<file path="config.mk">
export PLATFORM = sky130hd
export DESIGN_NAME = trap_entry_unit
export DESIGN_NICKNAME = d
export VERILOG_FILES = /design/src/rtl/trap_entry_pkg.sv /design/src/rtl/trap_wptr.sv /design/src/rtl/trap_status_flags.sv /design/src/rtl/trap_vector_base.sv /design/src/rtl/trap_seq_ctrl.sv /design/src/rtl/trap_entry_unit.sv
export SDC_FILE = /design/constraint.sdc
export NUM_CORES = 1
export LEC_CHECK = 0
export BUFFER_PORTS_ARGS = -buffer_cell sky130_fd_sc_hd__buf_2
export CAP_MARGIN = 40
export CORE_AREA = 4 4 78 153
export CTS_CLUSTER_DIAMETER = 100
export DETAILED_ROUTE_END_ITERATION = 16
export DIE_AREA = 0 0 82 157
export PLACE_DENSITY_LB_ADDON = 0.08
export RECOVER_POWER = 25
export SLEW_MARGIN = 30
export SYNTH_ARGS = -nofsm -noshare
export SYNTH_HDL_FRONTEND = slang
export SYNTH_SLANG_ARGS = --single-unit
</file>
<file path="constraint.sdc">
create_clock -name clk -period 4.3 [get_ports clk]
set_input_delay 1.29 -clock clk [delete_from_list [all_inputs] [get_ports clk]]
set_output_delay 1.29 -clock clk [all_outputs]
set_load 0.1 [all_outputs]
</file>
<file path="src/rtl/trap_entry_pkg.sv">
package trap_entry_pkg;

   typedef enum logic [2:0] {
      PH_IDLE     = 3'd0,
      PH_SAVE_PC  = 3'd1,
      PH_SAVE_NPC = 3'd2,
      PH_ERROR    = 3'd3,
      PH_SHUTDOWN = 3'd4
   } phase_e;

   function automatic logic phase_halted(phase_e ph);
      return (ph == PH_ERROR) || (ph == PH_SHUTDOWN);
   endfunction

endpackage

</file>
<file path="src/rtl/trap_wptr.sv">
module trap_wptr #(
   parameter int NWIN    = 8,
   parameter int CWP_W   = 3,
   parameter int RST_CWP = 0
) (
   input  logic             clk,
   input  logic             rst_n,
   input  logic             ld_en,
   input  logic [CWP_W-1:0] ld_cwp,
   input  logic             rot_en,
   output logic [CWP_W-1:0] cwp
);
   localparam bit POW2 = (NWIN == (1 << CWP_W));
   localparam logic [CWP_W-1:0] TOP_WIN = CWP_W'(NWIN - 1);

   logic [CWP_W-1:0] cwp_q;
   logic [CWP_W-1:0] cwp_dec;

   generate
      if (NWIN < 2) begin : g_bad_nwin
         $error("trap_wptr: NWIN must be at least 2");
      end
      if (RST_CWP >= NWIN) begin : g_bad_rst
         $error("trap_wptr: RST_CWP out of range");
      end
      if (POW2) begin : g_wrap_free
         assign cwp_dec = cwp_q - 1'b1;
      end else begin : g_wrap_cmp
         assign cwp_dec = (cwp_q == '0) ? TOP_WIN : cwp_q - 1'b1;
      end
   endgenerate

   always_ff @(posedge clk or negedge rst_n) begin
      if (!rst_n)      cwp_q <= CWP_W'(RST_CWP);
      else if (rot_en) cwp_q <= cwp_dec;
      else if (ld_en)  cwp_q <= ld_cwp;
   end

   assign cwp = cwp_q;

   assert_cwp_range_R2: assert property (@(posedge clk) disable iff (!rst_n)
      (32'(cwp_q) < NWIN));

   assert_cwp_rotate_R2: assert property (@(posedge clk) disable iff (!rst_n)
      rot_en |=> ((($past(cwp_q) == '0) && (cwp_q == TOP_WIN)) ||
                  (($past(cwp_q) != '0) && (32'(cwp_q) + 1 == 32'($past(cwp_q))))));

endmodule

</file>
<file path="src/rtl/trap_status_flags.sv">
module trap_status_flags #(
   parameter bit RST_ET = 1'b1,
   parameter bit RST_S  = 1'b1,
   parameter bit RST_PS = 1'b0
) (
   input  logic clk,
   input  logic rst_n,
   input  logic enter,
   input  logic ld_en,
   input  logic ld_et,
   input  logic ld_s,
   input  logic ld_ps,
   output logic et,
   output logic s,
   output logic ps
);
   logic et_q, s_q, ps_q;

   always_ff @(posedge clk or negedge rst_n) begin
      if (!rst_n) begin
         et_q <= RST_ET;
         s_q  <= RST_S;
         ps_q <= RST_PS;
      end else if (enter) begin
         et_q <= 1'b0;
         ps_q <= s_q;
         s_q  <= 1'b1;
      end else if (ld_en) begin
         et_q <= ld_et;
         s_q  <= ld_s;
         ps_q <= ld_ps;
      end
   end

   assign et = et_q;
   assign s  = s_q;
   assign ps = ps_q;

   assert_enter_needs_et_R2: assert property (@(posedge clk) disable iff (!rst_n)
      enter |-> et_q);

   assert_enter_flags_R3: assert property (@(posedge clk) disable iff (!rst_n)
      enter |=> (s_q && !et_q && (ps_q == $past(s_q))));

endmodule

</file>
<file path="src/rtl/trap_vector_base.sv">
module trap_vector_base #(
   parameter int XLEN     = 32,
   parameter int TT_W     = 8,
   parameter int TT_SHIFT = 4
) (
   input  logic                             clk,
   input  logic                             rst_n,
   input  logic                             enter,
   input  logic [TT_W-1:0]                  enter_tt,
   input  logic                             ld_en,
   input  logic [XLEN-TT_W-TT_SHIFT-1:0]    ld_base,
   output logic [XLEN-1:0]                  tbr,
   output logic [XLEN-1:0]                  vec_npc
);
   localparam int BASE_LSB = TT_W + TT_SHIFT;
   localparam int BASE_W   = XLEN - BASE_LSB;
   localparam int STEP     = 4;

   generate
      if (TT_SHIFT < 1) begin : g_bad_shift
         $error("trap_vector_base: TT_SHIFT must be at least 1");
      end
      if (BASE_W < 1) begin : g_bad_xlen
         $error("trap_vector_base: XLEN too small for the type field");
      end
   endgenerate

   logic [BASE_W-1:0] base_q;
   logic [TT_W-1:0]   tt_q;

   always_ff @(posedge clk or negedge rst_n) begin
      if (!rst_n) begin
         base_q <= '0;
         tt_q   <= '0;
      end else if (enter) begin
         tt_q   <= enter_tt;
      end else if (ld_en) begin
         base_q <= ld_base;
      end
   end

   assign tbr     = {base_q, tt_q, {TT_SHIFT{1'b0}}};
   assign vec_npc = tbr + XLEN'(STEP);

   assert_base_kept_R4: assert property (@(posedge clk) disable iff (!rst_n)
      enter |=> $stable(tbr[XLEN-1:BASE_LSB]));

   assert_low_zero_R4: assert property (@(posedge clk) disable iff (!rst_n)
      (tbr[TT_SHIFT-1:0] == '0));

endmodule

</file>
<file path="src/rtl/trap_seq_ctrl.sv">
module trap_seq_ctrl
   import trap_entry_pkg::*;
#(
   parameter int          TT_W    = 8,
   parameter bit          SHUT_EN = 1'b1,
   parameter int          SHUT_TT = 8'h80
) (
   input  logic            clk,
   input  logic            rst_n,
   input  logic            trap_req,
   input  logic [TT_W-1:0] trap_tt,
   input  logic            et,
   input  logic            ld_req,
   output phase_e          phase,
   output logic            accept,
   output logic            ld_take
);
   phase_e ph_q, ph_d;
   logic   idle;
   logic   fault;
   logic   shut_hit;

   generate
      if (SHUT_EN) begin : g_shut
         assign shut_hit = (trap_tt == TT_W'(SHUT_TT));
      end else begin : g_no_shut
         assign shut_hit = 1'b0;
      end
   endgenerate

   assign idle    = (ph_q == PH_IDLE);
   assign accept  = idle && trap_req && et;
   assign fault   = idle && trap_req && !et;
   assign ld_take = idle && ld_req && !trap_req;

   always_comb begin
      ph_d = ph_q;
      unique case (ph_q)
         PH_IDLE: begin
            if (accept)     ph_d = PH_SAVE_PC;
            else if (fault) ph_d = shut_hit ? PH_SHUTDOWN : PH_ERROR;
         end
         PH_SAVE_PC:  ph_d = PH_SAVE_NPC;
         PH_SAVE_NPC: ph_d = PH_IDLE;
         PH_ERROR:    ph_d = PH_ERROR;
         PH_SHUTDOWN: ph_d = PH_SHUTDOWN;
         default:     ph_d = PH_ERROR;
      endcase
   end

   always_ff @(posedge clk or negedge rst_n) begin
      if (!rst_n) ph_q <= PH_IDLE;
      else        ph_q <= ph_d;
   end

   assign phase = ph_q;

   assert_halt_sticky_R9: assert property (@(posedge clk) disable iff (!rst_n)
      phase_halted(ph_q) |=> (ph_q == $past(ph_q)));

   assert_seq_order_R8: assert property (@(posedge clk) disable iff (!rst_n)
      (ph_q == PH_SAVE_PC) |=> (ph_q == PH_SAVE_NPC));

endmodule

</file>
<file path="src/rtl/trap_entry_unit.sv">
module trap_entry_unit
   import trap_entry_pkg::*;
#(
   parameter int XLEN       = 32,
   parameter int TT_W       = 8,
   parameter int TT_SHIFT   = 4,
   parameter int NWIN       = 8,
   parameter int CWP_W      = 3,
   parameter int IDX_W      = 5,
   parameter int LOCAL_BASE = 16,
   parameter int IRQ_GROUP  = 1,
   parameter bit SHUT_EN    = 1'b1,
   parameter int SHUT_TT    = 8'h80
) (
   input  logic                          clk,
   input  logic                          rst_n,
   input  logic                          trap_req,
   input  logic [TT_W-1:0]               trap_tt,
   input  logic [XLEN-1:0]               trap_pc,
   input  logic [XLEN-1:0]               trap_npc,
   input  logic                          ld_en,
   input  logic                          ld_et,
   input  logic                          ld_s,
   input  logic                          ld_ps,
   input  logic [CWP_W-1:0]              ld_cwp,
   input  logic [XLEN-TT_W-TT_SHIFT-1:0] ld_tbase,
   output logic                          busy,
   output logic                          rf_we,
   output logic [CWP_W-1:0]              rf_win,
   output logic [IDX_W-1:0]              rf_idx,
   output logic [XLEN-1:0]               rf_wdata,
   output logic                          fetch_redir,
   output logic [XLEN-1:0]               fetch_pc,
   output logic [XLEN-1:0]               fetch_npc,
   output logic                          irq_ack,
   output logic [TT_W-1:0]               irq_ack_tt,
   output logic                          st_et,
   output logic                          st_s,
   output logic                          st_ps,
   output logic [CWP_W-1:0]              st_cwp,
   output logic [XLEN-1:0]               st_tbr,
   output logic                          halt_err,
   output logic                          halt_shut
);
   localparam int GRP_W = TT_W - 4;
   localparam logic [IDX_W-1:0] IDX_SAVE_PC  = IDX_W'(LOCAL_BASE + 1);
   localparam logic [IDX_W-1:0] IDX_SAVE_NPC = IDX_W'(LOCAL_BASE + 2);

   generate
      if (CWP_W < $clog2(NWIN) || CWP_W < 1) begin : g_bad_cwp
         $error("trap_entry_unit: CWP_W too narrow for NWIN");
      end
      if (LOCAL_BASE + 2 >= (1 << IDX_W)) begin : g_bad_idx
         $error("trap_entry_unit: local registers exceed IDX_W");
      end
      if (TT_W < 5) begin : g_bad_tt
         $error("trap_entry_unit: TT_W must be at least 5");
      end
   endgenerate

   phase_e          phase;
   logic            accept;
   logic            ld_take;
   logic            flag_et;
   logic [XLEN-1:0] tbr;
   logic [XLEN-1:0] vec_npc;
   logic [XLEN-1:0] pc_q, npc_q;
   logic [TT_W-1:0] tt_q;
   logic            irq_class;

   trap_seq_ctrl #(
      .TT_W    (TT_W),
      .SHUT_EN (SHUT_EN),
      .SHUT_TT (SHUT_TT)
   ) u_seq (
      .clk      (clk),
      .rst_n    (rst_n),
      .trap_req (trap_req),
      .trap_tt  (trap_tt),
      .et       (flag_et),
      .ld_req   (ld_en),
      .phase    (phase),
      .accept   (accept),
      .ld_take  (ld_take)
   );

   trap_status_flags u_flags (
      .clk   (clk),
      .rst_n (rst_n),
      .enter (accept),
      .ld_en (ld_take),
      .ld_et (ld_et),
      .ld_s  (ld_s),
      .ld_ps (ld_ps),
      .et    (flag_et),
      .s     (st_s),
      .ps    (st_ps)
   );

   trap_wptr #(
      .NWIN  (NWIN),
      .CWP_W (CWP_W)
   ) u_wptr (
      .clk    (clk),
      .rst_n  (rst_n),
      .ld_en  (ld_take),
      .ld_cwp (ld_cwp),
      .rot_en (accept),
      .cwp    (st_cwp)
   );

   trap_vector_base #(
      .XLEN     (XLEN),
      .TT_W     (TT_W),
      .TT_SHIFT (TT_SHIFT)
   ) u_vec (
      .clk      (clk),
      .rst_n    (rst_n),
      .enter    (accept),
      .enter_tt (trap_tt),
      .ld_en    (ld_take),
      .ld_base  (ld_tbase),
      .tbr      (tbr),
      .vec_npc  (vec_npc)
   );

   always_ff @(posedge clk or negedge rst_n) begin
      if (!rst_n) begin
         pc_q  <= '0;
         npc_q <= '0;
         tt_q  <= '0;
      end else if (accept) begin
         pc_q  <= trap_pc;
         npc_q <= trap_npc;
         tt_q  <= trap_tt;
      end
   end

   assign irq_class = (tt_q[TT_W-1:4] == GRP_W'(IRQ_GROUP));

   always_comb begin
      rf_we       = 1'b0;
      rf_idx      = IDX_SAVE_PC;
      rf_wdata    = pc_q;
      fetch_redir = 1'b0;
      irq_ack     = 1'b0;
      unique case (phase)
         PH_SAVE_PC: begin
            rf_we = 1'b1;
         end
         PH_SAVE_NPC: begin
            rf_we       = 1'b1;
            rf_idx      = IDX_SAVE_NPC;
            rf_wdata    = npc_q;
            fetch_redir = 1'b1;
            irq_ack     = irq_class;
         end
         default: ;
      endcase
   end

   assign busy       = (phase == PH_SAVE_PC) || (phase == PH_SAVE_NPC);
   assign rf_win     = st_cwp;
   assign fetch_pc   = tbr;
   assign fetch_npc  = vec_npc;
   assign irq_ack_tt = tt_q;
   assign st_et      = flag_et;
   assign st_tbr     = tbr;
   assign halt_err   = (phase == PH_ERROR);
   assign halt_shut  = (phase == PH_SHUTDOWN);

   assert_ack_with_redir_R7: assert property (@(posedge clk) disable iff (!rst_n)
      irq_ack |-> fetch_redir);

   assert_ack_single_R7: assert property (@(posedge clk) disable iff (!rst_n)
      irq_ack |=> !irq_ack);

   assert_redir_after_pc_R6: assert property (@(posedge clk) disable iff (!rst_n)
      (rf_we && rf_idx == IDX_SAVE_PC) |=> (fetch_redir && rf_idx == IDX_SAVE_NPC));

   assert_redir_et_clear_R2: assert property (@(posedge clk) disable iff (!rst_n)
      fetch_redir |-> (!st_et && st_s));

   assert_halt_exclusive_R9: assert property (@(posedge clk) disable iff (!rst_n)
      !(halt_err && halt_shut));

   assert_halt_quiet_R10: assert property (@(posedge clk) disable iff (!rst_n)
      (halt_err || halt_shut) |=> ($stable(st_tbr) && $stable(st_cwp) && !rf_we));

   assert_busy_blocks_R8: assert property (@(posedge clk) disable iff (!rst_n)
      busy |=> $stable(st_tbr));

endmodule

</file>
==> metrics.md, run 1 <==
| Metric | Value |
|---|---|
| Average wire per standard cell | `16.2 um` |
| Worst R2R Setup Slack | `about 1700 ps` |
| Total iterations of the first detailed-routing run | `4` |
| Vias per cell | `4.81` |
| CORE AREA | `10,800 um^2` |
| Setup TNS | `0 ps` |
| Worst path required time | `3010 ps` |
| Chip height | `157 um` |
| Maxcap violations | `1` |
| Count of different cell masters after synthesis | `39` |
| Seq/Total Area, Yosys | `0.481` |
| Final Hold Fails | `0` |
| Hold Path Stages | `1` |
| Commonest non-fill, non-tap cell in the layout | `buf_2` |
| Clock insertion delay at the later pin of the skew report | `340 ps` |
| CTS Hold Bufs | `0` |
| Depth of the CTS H-tree | `3` |
| Depth of the worst register-to-register path | `4` |
| Post-Route WL | `about 11,000 um` |
| Placer Congestion | `roughly 0.78` |
| Syn Std Cell Area | `roughly 5300 um^2` |
| Mapped Cells | `between 300 and 400` |
| CP Data Arrival Time | `around 2400 ps` |
| Final setup viols | `0` |
| Largest net degree at the start of global routing | `between 100 and 150` |
| Synth warnings | `0` |
| F_max | `between 0.2 and 0.3 GHz` |
| Post-cts resize count | `0` |
| Syn avg cell area | `approximately 14 um^2` |
| Initial antenna violation count | `2` |
| DRT iter0 DRCs | `roughly 100` |
| Clock transition at path regs | `70 ps` |
| Tcrit/Tclk final | `0.853` |
| GRT Residual Overflow | `0` |
| Via count | `3,342` |
| Worst min-delay path class | `reg -> reg` |
| Setup crit end kind | `output port` |
| Crit Path Max Fanout | `35` |
| Most frequent cells in the layout | `buf_2, dfrtp_1, mux2_2` |
| I/O Buffers | `242` |
| CTS tree | `yes` |
| IO Pins | `258` |
| Final min period | `3670 ps` |
| DPL Wire Length | `8460 um` |
| Setup bufs post-CTS | `0` |
| Number of global-route vias before repair | `~3,300` |
| Deepest clock path buffer count | `2` |
| P&R area growth vs syn | `18.4%` |
| RSZ-0062 raised after global routing | `false` |
| Wire length of the first global-routing pass | `between 15,000 and 20,000 um` |
| Routed Antenna Nets | `0` |
| Die extent in x | `around 82 um` |
| Final-report max-slew violation count | `between 100 and 150` |
| Outcome | `finished, violations left` |
| Final nets | `651` |
| Row count | `54` |
| Starting Density | `0.487` |
| CP Class | `reg -> out` |
| Clk_skew | `around 8.1 ps` |
| CTS root buf | `clkbuf_16` |
| Fraction of layout cells with a size suffix above 1 | `0.696` |
| Worst-Margin Slew | `approximately 2500 ps` |
| DRC Markers | `0` |
| Seq cells post-synth | `a little over 100` |
| Clock sink count | `~100` |
| Total die area | `~13,000 um^2` |
| Total track usage | `0.170` |
| Slew headroom | `-0.639` |
| CP startpoint kind | `flip-flop` |
| Failing checks | `max-capacitance violations, max-slew violations` |
| Total CTS buffers | `9` |
## per-layer routing
metal | global-route usage | wire (um) | up-vias
met5 | 0 | 0 | -
met4 | 0.0705 | 226 | 0
met3 | 0.0464 | 955 | 13
met2 | 0.302 | 6150 | 152
met1 | 0.184 | 3950 | 1624
li1 | - | - | 1553
## logic make-up (layout without fill, tap and decap cells)
kind of cell	Yosys count	in the layout	share of synthesized area
mux	125	125	0.296
buf+inv	108	269	0.161
flops	101	101	0.481
simple gates	25	25	0.0340
compound gates	15	15	0.0209
fa+ha+maj	2	2	0.00428
other cells	2	17	0.00143
xor+xnor	1	1	0.00166
## layout make-up
| cell class | instances | area [um^2] |
|---|---|---|
| Clock inverter | 4 | 32.5 |
| Timing Repair Buffer | 247 | 1260 |
| Inverter | 6 | 26.3 |
| Sequential cell | 101 | 2530 |
| Fill cell | 938 | 4580 |
| Tap cell | 140 | 175 |
| Multi-Input combinational cell | 183 | 1960 |
| Antenna cell | 2 | 5.00 |
| Clock buffer | 12 | 246 |
## critical path: stages, from the launching register on
cell and delay (ps):
dfrtp_1 520, nor3b_4 230, buf_4 460, clkinvlp_4 230, nor4_4 140, buf_2 460
## synthesized netlist by cell type (all sizes together)
master    n  area share
and3b     3      0.0050
dfrtp    99        0.47
nor3b     2      0.0038
ha        1      0.0024
nand3b    1      0.0014
maj3      1      0.0019
or3       1      0.0012
o32a      1      0.0019
clkbuf    1     0.00071
xnor2     1      0.0017
dfstp     2       0.010
a21oi     1     0.00095
nor3      4      0.0038
nor4      2      0.0024
a22oi     3      0.0043
mux2    125        0.30
inv       6      0.0043
a31oi     1      0.0012
nand2b    2      0.0024
nor4b     2      0.0033
a22o      1      0.0017
a221o     2      0.0038
o21ai     4      0.0038
nand2     3      0.0021
and2      1      0.0012
a311oi    1      0.0017
buf     101        0.16
conb      2      0.0014
a41oi     1      0.0017
nor2      4      0.0074
## sequential cells by signal, summed over array words and instances (netlist names)
signal,cells
u_flags.s,1
u_flags.ps,1
u_wptr.cwp,3
npc_q,32
u_vec.tt_q,8
u_seq.phase,3
u_vec.base_q,20
pc_q,32
u_flags.et,1
## final timing paths
| path | endpoint | startpoint |
|---|---|---|
| worst max-delay path | irq_ack | u_seq.phase[1] |
| worst min-delay path | npc_q[15] | npc_q[15] |
| worst max register to register | pc_q[7] | u_seq.phase[0] |
| worst min register to register | npc_q[15] | npc_q[15] |
| max in group asynchronous | pc_q[25] | rst_n |
| min in group asynchronous | u_vec.base_q[16] | rst_n |
## stage by stage
stage                     setup slack (ps)  cell area (um^2)   util  hold WS, ps  std cells
after floorplan                       44.5              5340      -          452        392
after global placement                1010              5960  0.552          464        677
after detailed placement               966              5960  0.552          473        677
after CTS                              579              6240  0.577          489        693
after global routing                   500              6230  0.577          518        695
final                                  633              6230  0.577          486        695
Power of run 1 is not shown: default switching activity piles up to over one toggle a cycle in this logic, so the estimate is an artifact.
==> inputs of run 2 (changes only) <==
--- a/config.mk
+++ b/config.mk
@@ -7,10 +7,10 @@
 export LEC_CHECK = 0
 export BUFFER_PORTS_ARGS = -buffer_cell sky130_fd_sc_hd__buf_2
 export CAP_MARGIN = 40
-export CORE_AREA = 4 4 78 153
+export CORE_AREA = 4 4 82 160
 export CTS_CLUSTER_DIAMETER = 100
 export DETAILED_ROUTE_END_ITERATION = 16
-export DIE_AREA = 0 0 82 157
+export DIE_AREA = 0 0 86 164
 export PLACE_DENSITY_LB_ADDON = 0.08
 export RECOVER_POWER = 25
 export SLEW_MARGIN = 30
==> run 2 against run 1 <==
Non-clock buffer count fell by 2. Die area rose by 9.6%. Sequential share of layout area fell by 0.081 points. Register-to-register slack barely moved. The flow still finishes with violations (max-capacitance violations, max-slew violations). Count of clock-buffer cells in the layout did not move. Worst hold slack improved by 5.3 ps. Global-route usage fell by 0.42 points. Final cell count rose by 0.29%.
==> metrics.md, run 2 (synthesis gave the netlist of run 1 again) <==
| Metric | Value |
|---|---|
| DRC Markers | `0` |
| Clk_skew | `roughly 8.4 ps` |
| Post-Route WL | `between 10,000 and 15,000 um` |
| F_max | `0.269 GHz` |
| Final-report max-slew violation count | `47` |
| Largest net degree at the start of global routing | `56` |
| Hold Crit Start | `npc_q[19]` |
| Total CTS buffers | `9` |
| Depth of the CTS H-tree | `3` |
| Worst-Margin Slew | `2640 ps` |
| Vias per cell | `approximately 4.8` |
| Cell area after layout | `between 6000 and 7000 um^2` |
| Die extent in x | `roughly 86 um` |
| Clock sink count | `roughly 100` |
| Worst min-delay path class | `reg -> reg` |
| Final nets | `649` |
| Setup crit end kind | `output port` |
| Commonest non-fill, non-tap cell in the layout | `buf_2` |
| Top flop regs | `npc_q (32), pc_q (32), u_vec.base_q (20)` |
| CP startpoint kind | `flip-flop` |
| Row count | `56` |
| Via count | `about 3,300` |
| Routed Antenna Nets | `0` |
| CP Class | `reg -> out` |
| P&R area growth vs syn | `18.6%` |
| Failing checks | `max-capacitance violations, max-slew violations` |
| R2R Path Start | `u_seq.phase[0]` |
| Starting Density | `0.445` |
| Most frequent cells in the layout | `buf_2, dfrtp_1, mux2_2` |
| Average wire per standard cell | `17.1 um` |
| Chip height | `164 um` |
| Final min period | `roughly 3700 ps` |
| Critical path's largest stage delay | `roughly 630 ps` |
| Setup TNS | `0 ps` |
| Tcrit/Tclk final | `0.865` |
| Initial antenna violation count | `1` |
| DPL Wire Length | `roughly 9000 um` |
| Fraction of layout cells with a size suffix above 1 | `0.693` |
| Clock transition at path regs | `~70 ps` |
| CTS Hold Bufs | `0` |
| Post-cts resize count | `0` |
| DP Area | `between 5000 and 6000 um^2` |
| Outcome | `finished, violations left` |
| Number of global-route vias before repair | `3,494` |
| Final core utilization | `0.527` |
| CTS root buf | `clkbuf_16` |
| IO Pins | `258` |
| Wire length of the first global-routing pass | `18,100 um` |
| DRT iter0 DRCs | `63` |
| Deepest clock path buffer count | `2` |
| Critical path launch point | `u_seq.phase[1]` |
| I/O Buffers | `about 240` |
| Slew headroom | `-0.762` |
| Final setup viols | `0` |
| Setup bufs post-CTS | `0` |
| GRT Residual Overflow | `0` |
| Total track usage | `0.166` |
| Critical path cell sequence | `nor3b_4, buf_12, mux2_2, buf_2` |
| Crit path max-delay cell type | `nor3b_4` |
| CORE AREA | `11,800 um^2` |
| RSZ-0062 raised after global routing | `false` |
| Clock insertion delay at the later pin of the skew report | `340 ps` |
| Total die area | `approximately 14,000 um^2` |
| Maxcap violations | `1` |
| CP Data Arrival Time | `between 2000 and 2500 ps` |
| Final Hold Fails | `0` |
| Worst path required time | `around 3000 ps` |
| Placer Congestion | `around 0.77` |
| CTS tree | `yes` |
| Total iterations of the first detailed-routing run | `4` |
| Crit Path Max Fanout | `26` |
## run 2: cell count changes in the layout (fill, tap and decap cells not counted), sizes merged
cell	previous run	this run
diode	2	1
buf	245	244
clkbuf	14	13
## run 2: layout make-up
cell class	instances	area [um^2]
Inverter	6	26.3
Clock buffer	12	246
Antenna cell	1	2.50
Tap cell	145	181
Multi-Input combinational cell	183	1960
Clock inverter	4	32.5
Sequential cell	101	2530
Fill cell	1076	5600
Timing Repair Buffer	245	1270
## run 2: worst paths after layout
check	slack, ps	cells after the start	to
worst min register to register	490	1	npc_q[19]
worst min-delay path	490	1	npc_q[19]
worst max register to register	1710	4	pc_q[1]
min in group asynchronous	1770	1	u_vec.base_q[15]
worst max-delay path	580	4	rf_wdata[18]
max in group asynchronous	1020	1	pc_q[28]
## run 2: through the flow
stage / std cells / worst slack [ps] / hold slack, ps
floorplan: 392 / 44.5 / 452
global placement: 680 / 979 / 468
detailed placement: 680 / 894 / 474
CTS: 696 / 530 / 490
global route: 697 / 410 / 507
finish: 697 / 578 / 492
## run 2: critical path, delay by kind of cell, from the launching register on
kind	cells	cell delay (ps)
and+or+nand+nor	1	630
buffers and inverters	2	550
muxes	1	360
DFF	1	520
## run 2: routing by layer
| metal | up-vias | routed length (um) | GRT usage | part of all wire |
|---|---|---|---|---|
| li1 | 1542 | - | - | - |
| met1 | 1631 | 4170 | 0.176 | 0.35 |
| met2 | 140 | 6710 | 0.311 | 0.56 |
| met3 | 17 | 835 | 0.0361 | 0.070 |
| met4 | 0 | 223 | 0.0620 | 0.019 |
| met5 | - | 0 | 0 | 0 |
Power of run 2 is left out for the same reason.
